## src/rtl/dseq_pkg.sv

```systemverilog
package dseq_pkg;

   typedef enum logic [4:0] {
      ST_IDLE = 5'b00001,
      ST_ROW  = 5'b00010,
      ST_COL  = 5'b00100,
      ST_KEEP = 5'b01000,
      ST_PRE  = 5'b10000
   } seq_state_t;

   function automatic int max_of(input int a, input int b);
      return (a > b) ? a : b;
   endfunction

endpackage

```

## src/rtl/dseq_phase_cnt.sv

```systemverilog
module dseq_phase_cnt #(
   parameter int W = 3
) (
   input  logic         clk,
   input  logic         rst_n,
   input  logic         clr,
   output logic [W-1:0] cnt
);

   always_ff @(posedge clk or negedge rst_n) begin
      if (!rst_n)
         cnt <= '0;
      else if (clr)
         cnt <= '0;
      else if (cnt != {W{1'b1}})
         cnt <= cnt + 1'b1;
   end

endmodule

```

## src/rtl/dseq_keepalive.sv

```systemverilog
module dseq_keepalive #(
   parameter int ENABLE   = 1,
   parameter int INTERVAL = 3000
) (
   input  logic clk,
   input  logic rst_n,
   input  logic run,
   output logic fire
);

   localparam int KW = $clog2(INTERVAL + 1);

   generate
      if (ENABLE != 0) begin : g_timer
         logic [KW-1:0] gap_q;

         always_ff @(posedge clk or negedge rst_n) begin
            if (!rst_n)
               gap_q <= '0;
            else if (run)
               gap_q <= gap_q + 1'b1;
            else
               gap_q <= '0;
         end

         assign fire = run && (gap_q == KW'(INTERVAL - 1));
      end else begin : g_off
         logic unused_in;
         assign unused_in = clk ^ rst_n ^ run;
         assign fire = 1'b0;
      end
   endgenerate

endmodule

```

## src/rtl/dseq_ctrl.sv

```systemverilog
module dseq_ctrl
   import dseq_pkg::*;
#(
   parameter int ROW_STEPS   = 2,
   parameter int COL_STEPS   = 2,
   parameter int PRE_STEPS   = 2,
   parameter int KEEP_STEPS  = 2,
   parameter int WARM_PULSES = 8,
   parameter int CW          = 3
) (
   input  logic          clk,
   input  logic          rst_n,
   input  logic          ds_n,
   input  logic          rd_wr,
   input  logic          addr_hit,
   input  logic          dram_en,
   input  logic          ka_fire,
   input  logic [CW-1:0] cnt,
   output seq_state_t    state_q,
   output logic          phase_clr,
   output logic          ka_run,
   output logic          wr_q,
   output logic          done_q
);

   localparam int WW = max_of(1, $clog2(WARM_PULSES + 1));
   localparam logic [CW-1:0] ROW_LAST  = CW'(ROW_STEPS - 1);
   localparam logic [CW-1:0] COL_LAST  = CW'(COL_STEPS - 1);
   localparam logic [CW-1:0] PRE_LAST  = CW'(PRE_STEPS - 1);
   localparam logic [CW-1:0] KEEP_LAST = CW'(KEEP_STEPS - 1);

   seq_state_t    state_d;
   logic [WW-1:0] warm_q;
   logic          warm_dec;
   logic          armed_q;
   logic          accept;
   logic          done_d;

   assign accept = (state_q == ST_IDLE) && dram_en && addr_hit && !ds_n && armed_q;
   assign ka_run = (state_q == ST_IDLE) && !dram_en;

   always_comb begin
      state_d  = state_q;
      warm_dec = 1'b0;
      done_d   = 1'b0;
      unique case (state_q)
         ST_IDLE: begin
            if (accept)
               state_d = ST_ROW;
            else if (ka_fire)
               state_d = ST_KEEP;
         end
         ST_ROW: begin
            if (ds_n)
               state_d = ST_PRE;
            else if (cnt == ROW_LAST)
               state_d = ST_COL;
         end
         ST_COL: begin
            if (cnt == COL_LAST) begin
               state_d = ST_PRE;
               done_d  = 1'b1;
            end
         end
         ST_KEEP: begin
            if (cnt == KEEP_LAST)
               state_d = ST_PRE;
         end
         ST_PRE: begin
            if (cnt == PRE_LAST) begin
               if (warm_q != '0) begin
                  state_d  = ST_KEEP;
                  warm_dec = 1'b1;
               end else begin
                  state_d = ST_IDLE;
               end
            end
         end
         default: state_d = ST_PRE;
      endcase
   end

   assign phase_clr = (state_d != state_q);

   always_ff @(posedge clk or negedge rst_n) begin
      if (!rst_n) begin
         state_q <= ST_PRE;
         warm_q  <= WW'(WARM_PULSES);
         armed_q <= 1'b1;
         wr_q    <= 1'b0;
         done_q  <= 1'b0;
      end else begin
         state_q <= state_d;
         done_q  <= done_d;
         if (warm_dec)
            warm_q <= warm_q - 1'b1;
         if (accept) begin
            armed_q <= 1'b0;
            wr_q    <= !rd_wr;
         end else if (ds_n) begin
            armed_q <= 1'b1;
         end
      end
   end


   rearm_gate_chk: assert property (@(posedge clk) disable iff (!rst_n)
      (state_q == ST_IDLE && !armed_q) |=> (state_q != ST_ROW));


   warm_idle_chk: assert property (@(posedge clk) disable iff (!rst_n)
      (state_q == ST_IDLE) |-> (warm_q == '0));

endmodule

```

## src/rtl/dseq_strobe_dec.sv

```systemverilog
module dseq_strobe_dec
   import dseq_pkg::*;
#(
   parameter int ROW_HOLD = 1,
   parameter int CW       = 3
) (
   input  seq_state_t    state_q,
   input  logic [CW-1:0] cnt,
   input  logic          wr_q,
   input  logic          done_q,
   output logic          ras_n,
   output logic          cas_n,
   output logic          we_n,
   output logic          mux_col,
   output logic          buf_oe,
   output logic          cyc_done
);

   logic in_row, in_col, in_keep;

   assign in_row  = (state_q == ST_ROW);
   assign in_col  = (state_q == ST_COL);
   assign in_keep = (state_q == ST_KEEP);

   assign ras_n    = !(in_row || in_col || in_keep);
   assign cas_n    = !in_col;
   assign we_n     = !(in_col && wr_q);
   assign mux_col  = in_col || (in_row && (cnt >= CW'(ROW_HOLD)));
   assign buf_oe   = in_col && !wr_q;
   assign cyc_done = done_q;

endmodule

```

## src/rtl/dram_cycle_seq.sv

```systemverilog
module dram_cycle_seq
   import dseq_pkg::*;
#(
   parameter int ROW_STEPS   = 2,
   parameter int COL_STEPS   = 2,
   parameter int PRE_STEPS   = 2,
   parameter int KEEP_STEPS  = 2,
   parameter int ROW_HOLD    = 1,
   parameter int WARM_PULSES = 8,
   parameter int KA_ENABLE   = 1,
   parameter int KA_INTERVAL = 3000,
   parameter int RAS_MAX_GAP = 32000
) (
   input  logic clk,
   input  logic rst_n,
   input  logic ds_n,
   input  logic rd_wr,
   input  logic addr_hit,
   input  logic dram_en,
   output logic ras_n,
   output logic cas_n,
   output logic we_n,
   output logic mux_col,
   output logic buf_oe,
   output logic cyc_done
);

   localparam int LONGEST = max_of(max_of(ROW_STEPS, COL_STEPS), max_of(PRE_STEPS, KEEP_STEPS));
   localparam int CW      = $clog2(LONGEST + 1) + 1;

   generate
      if (ROW_STEPS < 1 || COL_STEPS < 1 || PRE_STEPS < 1 || KEEP_STEPS < 1) begin : g_bad_steps
         $error("dram_cycle_seq: every step count must be at least 1");
      end
      if (ROW_HOLD < 1 || ROW_HOLD > ROW_STEPS) begin : g_bad_hold
         $error("dram_cycle_seq: ROW_HOLD must lie in 1..ROW_STEPS");
      end
      if (KA_INTERVAL < 1 || KA_INTERVAL + PRE_STEPS >= RAS_MAX_GAP) begin : g_bad_gap
         $error("dram_cycle_seq: keep-alive gap exceeds the row strobe limit");
      end
   endgenerate

   seq_state_t    state_q;
   logic [CW-1:0] cnt;
   logic          phase_clr;
   logic          ka_run;
   logic          ka_fire;
   logic          wr_q;
   logic          done_q;

   dseq_phase_cnt #(.W(CW)) u_phase (
      .clk   (clk),
      .rst_n (rst_n),
      .clr   (phase_clr),
      .cnt   (cnt)
   );

   dseq_keepalive #(.ENABLE(KA_ENABLE), .INTERVAL(KA_INTERVAL)) u_keep (
      .clk   (clk),
      .rst_n (rst_n),
      .run   (ka_run),
      .fire  (ka_fire)
   );

   dseq_ctrl #(
      .ROW_STEPS   (ROW_STEPS),
      .COL_STEPS   (COL_STEPS),
      .PRE_STEPS   (PRE_STEPS),
      .KEEP_STEPS  (KEEP_STEPS),
      .WARM_PULSES (WARM_PULSES),
      .CW          (CW)
   ) u_ctrl (
      .clk       (clk),
      .rst_n     (rst_n),
      .ds_n      (ds_n),
      .rd_wr     (rd_wr),
      .addr_hit  (addr_hit),
      .dram_en   (dram_en),
      .ka_fire   (ka_fire),
      .cnt       (cnt),
      .state_q   (state_q),
      .phase_clr (phase_clr),
      .ka_run    (ka_run),
      .wr_q      (wr_q),
      .done_q    (done_q)
   );

   dseq_strobe_dec #(.ROW_HOLD(ROW_HOLD), .CW(CW)) u_dec (
      .state_q  (state_q),
      .cnt      (cnt),
      .wr_q     (wr_q),
      .done_q   (done_q),
      .ras_n    (ras_n),
      .cas_n    (cas_n),
      .we_n     (we_n),
      .mux_col  (mux_col),
      .buf_oe   (buf_oe),
      .cyc_done (cyc_done)
   );


   abort_release_chk: assert property (@(posedge clk) disable iff (!rst_n)
      (state_q == ST_ROW && ds_n) |=> (ras_n && cas_n));


   cas_under_ras_chk: assert property (@(posedge clk) disable iff (!rst_n)
      !cas_n |-> !ras_n);


   ras_leads_cas_chk: assert property (@(posedge clk) disable iff (!rst_n)
      $fell(cas_n) |-> $past(!ras_n));


   we_inside_cas_chk: assert property (@(posedge clk) disable iff (!rst_n)
      !we_n |-> !cas_n);


   oe_read_only_chk: assert property (@(posedge clk) disable iff (!rst_n)
      buf_oe |-> (!cas_n && we_n && mux_col));


   done_single_chk: assert property (@(posedge clk) disable iff (!rst_n)
      cyc_done |=> !cyc_done);


   keep_no_cas_chk: assert property (@(posedge clk) disable iff (!rst_n)
      (state_q == ST_KEEP) |-> (cas_n && we_n && !buf_oe));

endmodule

```

## config.mk

```make
export PLATFORM = sky130hd
export DESIGN_NAME = dram_cycle_seq
export DESIGN_NICKNAME = d
export VERILOG_FILES = /design/src/rtl/dseq_pkg.sv /design/src/rtl/dseq_phase_cnt.sv /design/src/rtl/dseq_keepalive.sv /design/src/rtl/dseq_ctrl.sv /design/src/rtl/dseq_strobe_dec.sv /design/src/rtl/dram_cycle_seq.sv
export SDC_FILE = /design/constraint.sdc
export NUM_CORES = 1
export LEC_CHECK = 0
export BUFFER_PORTS_ARGS = -buffer_cell sky130_fd_sc_hd__buf_2
export CORE_ASPECT_RATIO = 1.2
export CORE_UTILIZATION = 53
export DETAILED_ROUTE_END_ITERATION = 8
export PLACE_DENSITY = 0.72
export SLEW_MARGIN = 20
export SYNTH_ARGS = -nofsm -noshare
export SYNTH_HDL_FRONTEND = slang
export SYNTH_SLANG_ARGS = --single-unit
```

## constraint.sdc

```tcl
create_clock -name clk -period 1.7 [get_ports clk]
set_clock_uncertainty 0.1 [all_clocks]
set_input_delay 0 -clock clk [delete_from_list [all_inputs] [get_ports clk]]
set_output_delay 0 -clock clk [all_outputs]
set_load 0.02 [all_outputs]
```

==> results of run 1 <==
[sequential cells by signal, summed over array words and instances (netlist names)]
register	cells
u_ctrl.warm_q	4
u_keep.g_timer.gap_q	12
u_ctrl.wr_q	1
u_ctrl.done_q	1
u_ctrl.state_q	5
u_phase.cnt	3
u_ctrl.armed_q	1
[cells in the mapped netlist, types with 2 or more instances]
master	instances	area, um^2
dfrtp_1	24	600.6
nor2_1	22	82.58
nand3_1	12	60.06
nand2_1	11	41.29
xnor2_1	10	87.58
a21oi_1	7	35.03
inv_1	7	26.28
o21ai_0	7	35.03
xor2_1	6	52.55
ha_1	5	62.56
nor4_1	5	31.28
nand4_1	4	25.02
buf_6	3	33.78
dfstp_2	3	78.83
nand2b_1	3	18.77
nor2b_1	3	18.77
or3_1	3	18.77
a21o_1	2	15.01
buf_2	2	10.01
clkbuf_1	2	7.510
nor3_1	2	10.01
nor4_4	2	42.54
[placed cells by master, fill, tap and decap left out, types with 2 or more instances in the layout]
cell,synthesis,routed
buf_2,2,8
buf_4,0,43
or3_1,3,2
xnor2_1,10,7
nor2_4,0,4
nand3_1,12,10
nand4_1,4,4
a21o_1,2,2
buf_6,3,5
xnor2_2,0,3
inv_1,7,6
dlygate4sd3_1,0,5
o21ai_1,0,2
dfstp_2,3,3
nand2b_1,3,2
nor2b_1,3,3
nor4_2,1,5
dfrtp_1,24,22
ha_1,5,4
nor3_1,2,2
nor2_1,22,19
a21oi_1,7,3
dfrtp_2,0,2
clkbuf_4,0,3
a21oi_2,0,3
o21ai_0,7,5
xor2_1,6,6
nor4_4,2,2
nand2_1,11,9
[per-stage QoR]
| step | util | cells | TNS (ps) | area (um^2) | total power [mW] |
|---|---|---|---|---|---|
| final | 0.8060 | 259 | -756.8 | 2287 | 1.865 |
| after global routing | 0.8060 | 259 | -1669 | 2287 | 1.991 |
| after CTS | 0.7553 | 257 | -785.6 | 2143 | 1.749 |
| after detailed placement | 0.7028 | 245 | -1881 | 1994 | 1.409 |
| after global placement | 0.7028 | 245 | -1082 | 1994 | 1.392 |
| after floorplan | - | 166 | -172.8 | 1628 | 1.210 |
[power by group through the flow]
stage	Sequential, mW	Clock (mW)	Combinational [mW]
after detailed placement	0.754	0	0.654
after floorplan	0.759	0	0.450
after CTS	0.743	0.283	0.723
after global placement	0.753	0	0.639
final	0.756	0.270	0.839
after global routing	0.765	0.305	0.921
[routing by layer]
metal / vias to the layer above / track usage / part of all wire
li1: 699 / - / -
met1: 673 / 0.3349 / 0.42
met2: 23 / 0.4439 / 0.56
met3: 4 / 0.01716 / 0.016
met4: 0 / 0.07237 / 0.0076
met5: - / 0 / 0
[how the worst min path moves through the flow]
stage / startpoint / endpoint / slack (ps) / depth (start not counted)
final: rst_n / u_keep.g_timer.gap_q[5] / 90 / 2
after global routing: rst_n / u_keep.g_timer.gap_q[5] / 150 / 2
after CTS: rst_n / u_keep.g_timer.gap_q[5] / 100 / 2
after detailed placement: rst_n / u_ctrl.warm_q[0] / -70 / 1
after global placement: rst_n / u_ctrl.warm_q[1] / -80 / 1
after floorplan: rst_n / u_ctrl.done_q / -400 / 0
[critical path: stages (launching register included)]
cell,delay (ps)
dfrtp_1,410
or3b_4,420
nor4_4,300
a311oi_2,150
o221ai_2,310
nor4_2,70
[logic make-up (layout without fill, tap and decap cells)]
family                     Yosys count  count (layout)  synth area share
and+or+nand+nor                     80              80            0.2974
buffers and inverters               14              73           0.04840
DFF                                 27              27            0.4239
AOI/OAI and AO/OA                   23              23           0.09757
muxes                                1               1          0.006245
xor gates and xnor gates            16              16           0.08743
adders and majority gates            5               5           0.03903
[final cells by class]
cell class | count | share of cell area
inverter | 7 | 0.01149
timing repair buffer | 62 | 0.2139
clock inverter | 1 | 0.002188
clock buffer | 3 | 0.009847
tap | 34 | 0.01860
sequential | 27 | 0.2981
multi-input combinational | 125 | 0.4458
[timing repair]
item                                    4_1_cts  5_1_grt
hold buffers                                  5        0
endpoints found under the setup margin       24       26
hold endpoints to repair                     30        0
resized for setup                            14       29
pin swaps                                     7        6
cloned                                        0        0
buffers inserted                              3        2
==> impl_metrics.tcl, run 1 <==
set metrics [dict create \
    synth.avg_cell_area_um2 9.655 \
    vias 1399 \
    grt_max_degree 28 \
    violations "setup timing" \
    syn_nets 177 \
    numCtsBuffers 3 \
    cp-endpoint "u_phase.cnt[1]" \
    ys_ff_latch 27 \
    pre_cts_slack_ps -239.5 \
    rows 21 \
    drtIter0Drc 23 \
    run_status "finished with violations" \
    rsz0062_at_grt "true" \
    gp_congestion 0.8808 \
    powerDensity_mw_per_mm2 815.6 \
    vdd_drop_max_mv 0.7341 \
    first_pass_iters 4 \
    clockBufferDepth 2 \
    p_leak_nw 1.014 \
    pin_count 12 \
    period_minus_slack_ps 1863 \
    fmaxAchievable_ghz 0.5369 \
    regArea_um2 681.9 \
    drv_slew 0 \
    startpoint_type "register" \
    coreArea_mm2 0.002838 \
    relSlewSlack 0.6075 \
    min_period_over_period 1.096 \
    reg2reg_to "u_phase.cnt[1]" \
    clock-sinks 27 \
    fin_worst_hold_slack_ps 90.06 \
    drtAntennaViolNets 0 \
    ys_seq_area_frac 0.4239 \
    critPathKind "reg2reg" \
    cts_tree "yes" \
    cp_max_fo 3 \
    report.final.setup_viol 10 \
    grt_pass1_vias 1436 \
    combPwrFrac 0.450 \
    switching_power_mw 0.6667 \
    worst_pin_slew_ps 588.8 \
    hpwl_um 2760 \
    worst_setup_path_end_kind "register" \
    grt_pass1_wl_um 6244 \
    insertion_delay_ps 320 \
    startpoint "u_keep.g_timer.gap_q[6]" \
    start_util 0.5648 \
    synth_ff_type "dfrtp_1" \
    area_delta_synth_final_pct 42.70 \
    synth.distinct_cells 43 \
    antenna_cells 0 \
    via_per_inst 5.402 \
    r2r_setup_slack_ps -160 \
    cp.arrival_ps 1980 \
    die_y_um 62.24 \
    port-buffer-count 11 \
    drv.max_cap_violation_count 0 \
    power.share.switching 0.3574 \
    p_clk_frac 0.145 \
    nets 237 \
    die_w_um 52.20 \
    hold_viol_final 0 \
    fillerInstances 185 \
    drive_gt1_frac 0.4622 \
    overflow 0 \
    path_clk_slew_ps 140 \
    synthArstFlopShare 1.000 \
    wire_per_inst_um 15.23 \
    p_int_mw 1.199 \
    layout_setup_ws_ps -162.7 \
    ys_warn_count 0 \
    root_buffer "clkbuf_4" \
    rr_startpoint "u_keep.g_timer.gap_q[6]" \
    track_usage 0.2556 \
    syn-cell-area_mm2 0.001603 \
    drc 0 \
    synth_edf_count 0 \
    htreeDepth 1 \
    drt-total-wl_um 3944 \
    die_area_mm2 0.003249 \
    critPathRequiredTime_ps 1820 \
    synthCells 166 \
    p_seq_frac 0.405 \
    r2r_cells 5 \
    grt_antenna_before_repair 0 \
    hp-class "in2async" \
    multi_input_area_mm2 0.001020 \
]
Power figures use the tool's default switching activity.
==> inputs of run 2 (changes only) <==
RECOVER_POWER = 50   (was default)
==> run 2 against run 1 <==
  * The flow still finishes with violations (setup timing)
  * Highest routed layer unchanged
  * Sequential share of layout area stayed put
  * Largest cell class unchanged
  * Cell area stayed put
  * Setup slack about the same
  * Register-to-register slack is essentially flat
  * Non-clock buffer count did not move
  * Via count did not move
  * Die area unchanged
  * Final cell count is the same
  * Global-route usage is the same
  * Clock power hardly changed
  * Sequential cell count stayed put
  * Power hardly changed
==> impl_metrics.tcl, run 2 (synthesis gave the netlist of run 1 again) <==
set metrics [dict create \
    run_status "finished with violations" \
    violations "setup timing" \
    largest_reg_flops 12 \
    port-buffer-count 11 \
    root_buffer "clkbuf_4" \
    p_leak_nw 1.014 \
    final_common_cell "buf_4" \
    r2r_setup_slack_ps -160 \
    drv_slew 0 \
    gp_congestion 0.8808 \
    grt_max_degree 28 \
    min_period_over_period 1.096 \
    clockBufferDepth 2 \
    insertion_delay_ps 320 \
    relSlewSlack 0.5635 \
    layout_setup_ws_ps -162.9 \
    htreeDepth 1 \
    worst_setup_path_end_kind "register" \
    cp-endpoint "u_phase.cnt[1]" \
    drc 0 \
    crit_chain "or3b_4 > nor4_4 > a311oi_2 > o221ai_2 > nor4_2" \
    fmaxAchievable_ghz 0.5368 \
    die_y_um 62.24 \
    rsz0062_at_grt "true" \
    hp-class "in2async" \
    final_area_mm2 0.002287 \
    vias 1399 \
    pre_cts_slack_ps -239.5 \
    drv.max_cap_violation_count 0 \
    drtIter0Drc 23 \
    drive_gt1_frac 0.4622 \
    drt-total-wl_um 3944 \
    overflow 0 \
    start_util 0.5648 \
    period_minus_slack_ps 1863 \
    pin_count 12 \
    cts_tree "yes" \
    path_clk_slew_ps 140 \
    wire_per_inst_um 15.23 \
    drtAntennaViolNets 0 \
    hold_viol_final 0 \
    hpwl_um 2760 \
    r2r_cells 5 \
    multi_input_area_mm2 0.001020 \
    track_usage 0.2556 \
    first_pass_iters 4 \
    final_cell_mix "43 x buf_4, 22 x dfrtp_1, 19 x nor2_1" \
    rows 21 \
    numCtsBuffers 3 \
    nets 237 \
    fillerInstances 185 \
    via_per_inst 5.402 \
    grt_antenna_before_repair 0 \
    die_w_um 52.20 \
    power.total_mw 1.865 \
    startpoint "u_keep.g_timer.gap_q[6]" \
    clock-sinks 27 \
    grt_pass1_wl_um 6244 \
    regMostFlops "u_keep.g_timer.gap_q" \
    regArea_um2 681.9 \
    vdd_drop_max_mv 0.7342 \
    rr_startpoint "u_keep.g_timer.gap_q[6]" \
    antenna_cells 0 \
    reg2reg_to "u_phase.cnt[1]" \
    dpl-instance-area_mm2 0.001994 \
    critPathMaxStageDelay_ps 420 \
    cp_max_fo 3 \
    die_area_mm2 0.003249 \
    slowest_stage "or3b_4" \
    cp.arrival_ps 1980 \
    powerDensity_mw_per_mm2 815.6 \
    reg_top3 "u_keep.g_timer.gap_q: 12 flops, u_ctrl.state_q: 5 flops, u_ctrl.warm_q: 4 flops" \
    critPathKind "reg2reg" \
    critPathRequiredTime_ps 1820 \
    report.final.setup_viol 10 \
    startpoint_type "register" \
    worst_pin_slew_ps 654.8 \
    grt_pass1_vias 1436 \
    coreArea_mm2 0.002838 \
    area_delta_synth_final_pct 42.70 \
]
-- run 2: layout make-up --
type | count | area share
inverters | 7 | 0.01149
clock buffers | 3 | 0.009847
flip-flops and latches | 27 | 0.2981
multi-input cells | 125 | 0.4458
clock inverters | 1 | 0.002188
well taps | 34 | 0.01860
repair buffers | 62 | 0.2139
-- run 2: through the flow --
stage	setup TNS (ps)	utilization	std cells	hold WS (ps)
4_1_cts	-785.6	0.7553	257	98.05
3_3_place_gp	-1082	0.7028	245	-79.98
2_1_floorplan	-172.8	-	166	-395.6
5_1_grt	-1669	0.8060	259	176.3
3_5_place_dp	-1881	0.7028	245	-67.14
6_report	-757.4	0.8060	259	114.2
-- run 2: layer usage --
| layer | part of all wire | GRT usage | vias to the layer above |
|---|---|---|---|
| met2 | 0.56 | 0.4439 | 23 |
| li1 | - | - | 699 |
| met3 | 0.016 | 0.01716 | 4 |
| met1 | 0.42 | 0.3349 | 673 |
| met5 | 0 | 0 | - |
| met4 | 0.0076 | 0.07237 | 0 |
-- run 2: where the power goes --
part | internal, mW | switching (mW) | total [mW]
Combinational | 0.406 | 0.433 | 0.839
Clock | 0.0881 | 0.182 | 0.270
Sequential | 0.704 | 0.0519 | 0.756
-- run 2: timing repair --
item	in CTS	in global routing
resized for setup	14	29
hold buffers	5	0
pin swaps	7	6
endpoints found under the setup margin	24	26
gates cloned	0	0
buffers inserted	3	2
endpoints found under the hold margin	30	0
-- run 2: worst min path at each step --
stage	end	slack, ps	startpoint
final	u_keep.g_timer.gap_q[5]	110	rst_n
after global routing	u_keep.g_timer.gap_q[5]	180	rst_n
after detailed placement	u_ctrl.warm_q[0]	-70	rst_n
after floorplan	u_ctrl.done_q	-400	rst_n
after CTS	u_keep.g_timer.gap_q[5]	100	rst_n
after global placement	u_ctrl.warm_q[1]	-80	rst_n
-- run 2: critical path: cells and delay by family (launching register included) --
family             cells  cell delay, ps
AOI/OAI and AO/OA      2             460
DFF                    1             410
and+or+nand+nor        3             790
==> inputs of run 3 (changes only) <==
--- a/config.mk
+++ b/config.mk
@@ -11,2 +11,3 @@
 export DETAILED_ROUTE_END_ITERATION = 8
+export GPL_TIMING_DRIVEN = 0
 export PLACE_DENSITY = 0.72
==> constraint.sdc (replaced) <==
create_clock -name clk -period 1.7 [get_ports clk]
set_clock_uncertainty 0.1 [all_clocks]
set_input_delay 0.51 -clock clk [delete_from_list [all_inputs] [get_ports clk]]
set_output_delay 0.51 -clock clk [all_outputs]
set_load 0.02 [all_outputs]
==> run 3 against run 2 <==
  * The flow still finishes with violations (setup timing)
  * Die area stayed put
  * Fmax shrank 17%
  * Sequential power up 2%
  * Register-to-register slack worse by 230 ps
  * First-iteration DRC count up 150%
  * Non-clock buffer count down 6
  * Cell area rose by 5.5%
  * Via count is 11% higher
  * Clock power rose by 6%
  * Critical path type is now reg2out
  * Critical endpoint is now mux_col
==> impl_metrics.tcl, run 3 (synthesis gave the netlist of run 1 again) <==
set metrics [dict create \
    run_status "finished with violations" \
    violations "setup timing" \
    critPathRequiredTime_ps 1090 \
    critPathKind "reg2out" \
    htreeDepth 1 \
    fmaxAchievable_ghz 0.4442 \
    vias 1558 \
    drt-total-wl_um 5142 \
    gp_congestion 0.8667 \
    drv_slew 0 \
    track_usage 0.2733 \
    dp.cells 211 \
    cts_hold_buf 0 \
    cp.depth 5 \
    critPathMaxStageDelay_ps 410 \
    slowest_stage "dfrtp_1" \
    die_area_mm2 0.003249 \
    cts_tree "yes" \
    start_util 0.5648 \
    rsz0062_at_grt "true" \
    final_common_cell "buf_4" \
    fin_worst_hold_slack_ps 82.99 \
    numCtsBuffers 3 \
    drc 0 \
    path_delay_family "flip-flops" \
    hpwl_um 2412 \
    first_pass_iters 4 \
    regMostFlops "u_keep.g_timer.gap_q" \
    drv.max_cap_violation_count 0 \
    crit_chain "ha_2 > or3_4 > a21oi_4 > nor4_4 > buf_4" \
    area_delta_synth_final_pct 50.51 \
    die_y_um 62.24 \
    largest_reg_flops 12 \
    grt_antenna_before_repair 0 \
    worst_setup_path_end_kind "primary output" \
    layout.cells.non_filler 253 \
    clock-sinks 27 \
    grt_pass1_wl_um 6589 \
    cp_max_fo 2 \
    path_clk_slew_ps 150 \
    r2r_cells 7 \
    rows 21 \
    grt_pass1_vias 1439 \
    path_buf_inv 1 \
    insertion_delay_ps 330 \
    via_per_inst 6.158 \
    drtIter0Drc 57 \
    min_period_over_period 1.324 \
    final_cell_mix "30 x buf_4, 22 x dfrtp_1, 16 x buf_6" \
    relSlewSlack 0.5495 \
    grt_max_degree 28 \
    coreArea_mm2 0.002838 \
    pin_count 12 \
    power.total_mw 2.033 \
    wire_per_inst_um 20.32 \
    port-buffer-count 11 \
    powerDensity_mw_per_mm2 842.9 \
    root_buffer "clkbuf_4" \
    reg_top3 "u_keep.g_timer.gap_q: 12 flops, u_ctrl.state_q: 5 flops, u_ctrl.warm_q: 4 flops" \
    worst_pin_slew_ps 675.7 \
    startpoint_type "register" \
    nets 231 \
    pre_cts_slack_ps -295.0 \
    hold_viol_final 0 \
    drtAntennaViolNets 0 \
    p_leak_nw 1.020 \
    fin_tns_setup_ps -6322 \
    hp-class "in2async" \
    overflow 0 \
    reg2reg_to "u_phase.cnt[0]" \
    report.final.setup_viol 28 \
    layout_setup_ws_ps -551.2 \
    cp.arrival_ps 1640 \
    drive_gt1_frac 0.5571 \
    rr_startpoint "u_ctrl.state_q[1]" \
    clockBufferDepth 2 \
    antenna_cells 0 \
    die_w_um 52.20 \
    period_minus_slack_ps 2251 \
    vdd_drop_max_mv 0.8332 \
    r2r_setup_slack_ps -390 \
]
==> run 3: cell count changes in the layout (fill, tap and decap cells not counted), moves of 2 or more <==
cell,before,now
dlygate4sd3_1,5,0
ha_2,0,2
nand3_1,10,8
nor2_2,0,3
buf_6,5,16
buf_4,43,30
nor2_1,19,9
nand3_2,1,3
o21ai_0,5,3
ha_1,4,2
nor2_4,4,11
==> run 3: how the worst max path moves through the flow <==
stage	start	to	slack [ps]
5_1_grt	u_ctrl.state_q[2]	mux_col	-630
4_1_cts	u_phase.cnt[1]	mux_col	-550
3_3_place_gp	u_phase.cnt[0]	mux_col	-240
3_5_place_dp	u_ctrl.state_q[4]	u_phase.cnt[0]	-290
2_1_floorplan	u_ctrl.state_q[4]	u_phase.cnt[1]	-90
6_report	u_phase.cnt[0]	mux_col	-550
==> run 3: final cells by class <==
| class | instances | area (um^2) |
|---|---|---|
| inverters | 7 | 26.28 |
| plain buffers | 6 | 61.31 |
| fillers | 144 | 425.4 |
| multi-input cells | 125 | 1152 |
| well taps | 34 | 42.54 |
| repair buffers | 50 | 421.7 |
| flip-flops and latches | 27 | 681.9 |
| clock buffers | 4 | 26.28 |
==> run 3: timing repair <==
item | CTS | global route
pin swaps | 16 | 23
resized for setup | 33 | 63
endpoints found under the setup margin | 24 | 26
hold endpoints to repair | 0 | 0
gates cloned | 0 | 1
setup buffers | 23 | 17
==> run 3: where the power goes <==
group	leakage (nW)	total (mW)	internal [mW]	switching [mW]
Clock	0.0150	0.286	0.0921	0.194
Sequential	0.360	0.769	0.706	0.0630
Combinational	0.645	0.978	0.481	0.497
==> run 3: routing by layer <==
layer	vias up	routed length (um)	track usage
met1	779	1891	0.3073
met2	66	2834	0.5144
met4	0	218	0.08553
met5	-	0	0
met3	22	198	0.02941
li1	691	-	-
==> run 3: worst reg2reg max path, delay by kind of cell, from the launching register on <==
kind / cells / cell delay, ps
flip-flops: 1 / 440
AO/OA/AOI/OAI: 2 / 400
buffers and inverters: 2 / 250
AND/OR/NAND/NOR: 3 / 810
==> run 3: stage by stage <==
| stage | area [um^2] | util |
|---|---|---|
| floorplan | 1654 | - |
| global placement | 1752 | 0.6173 |
| detailed placement | 1752 | 0.6173 |
| CTS | 2073 | 0.7306 |
| global route | 2412 | 0.8501 |
| finish | 2412 | 0.8501 |
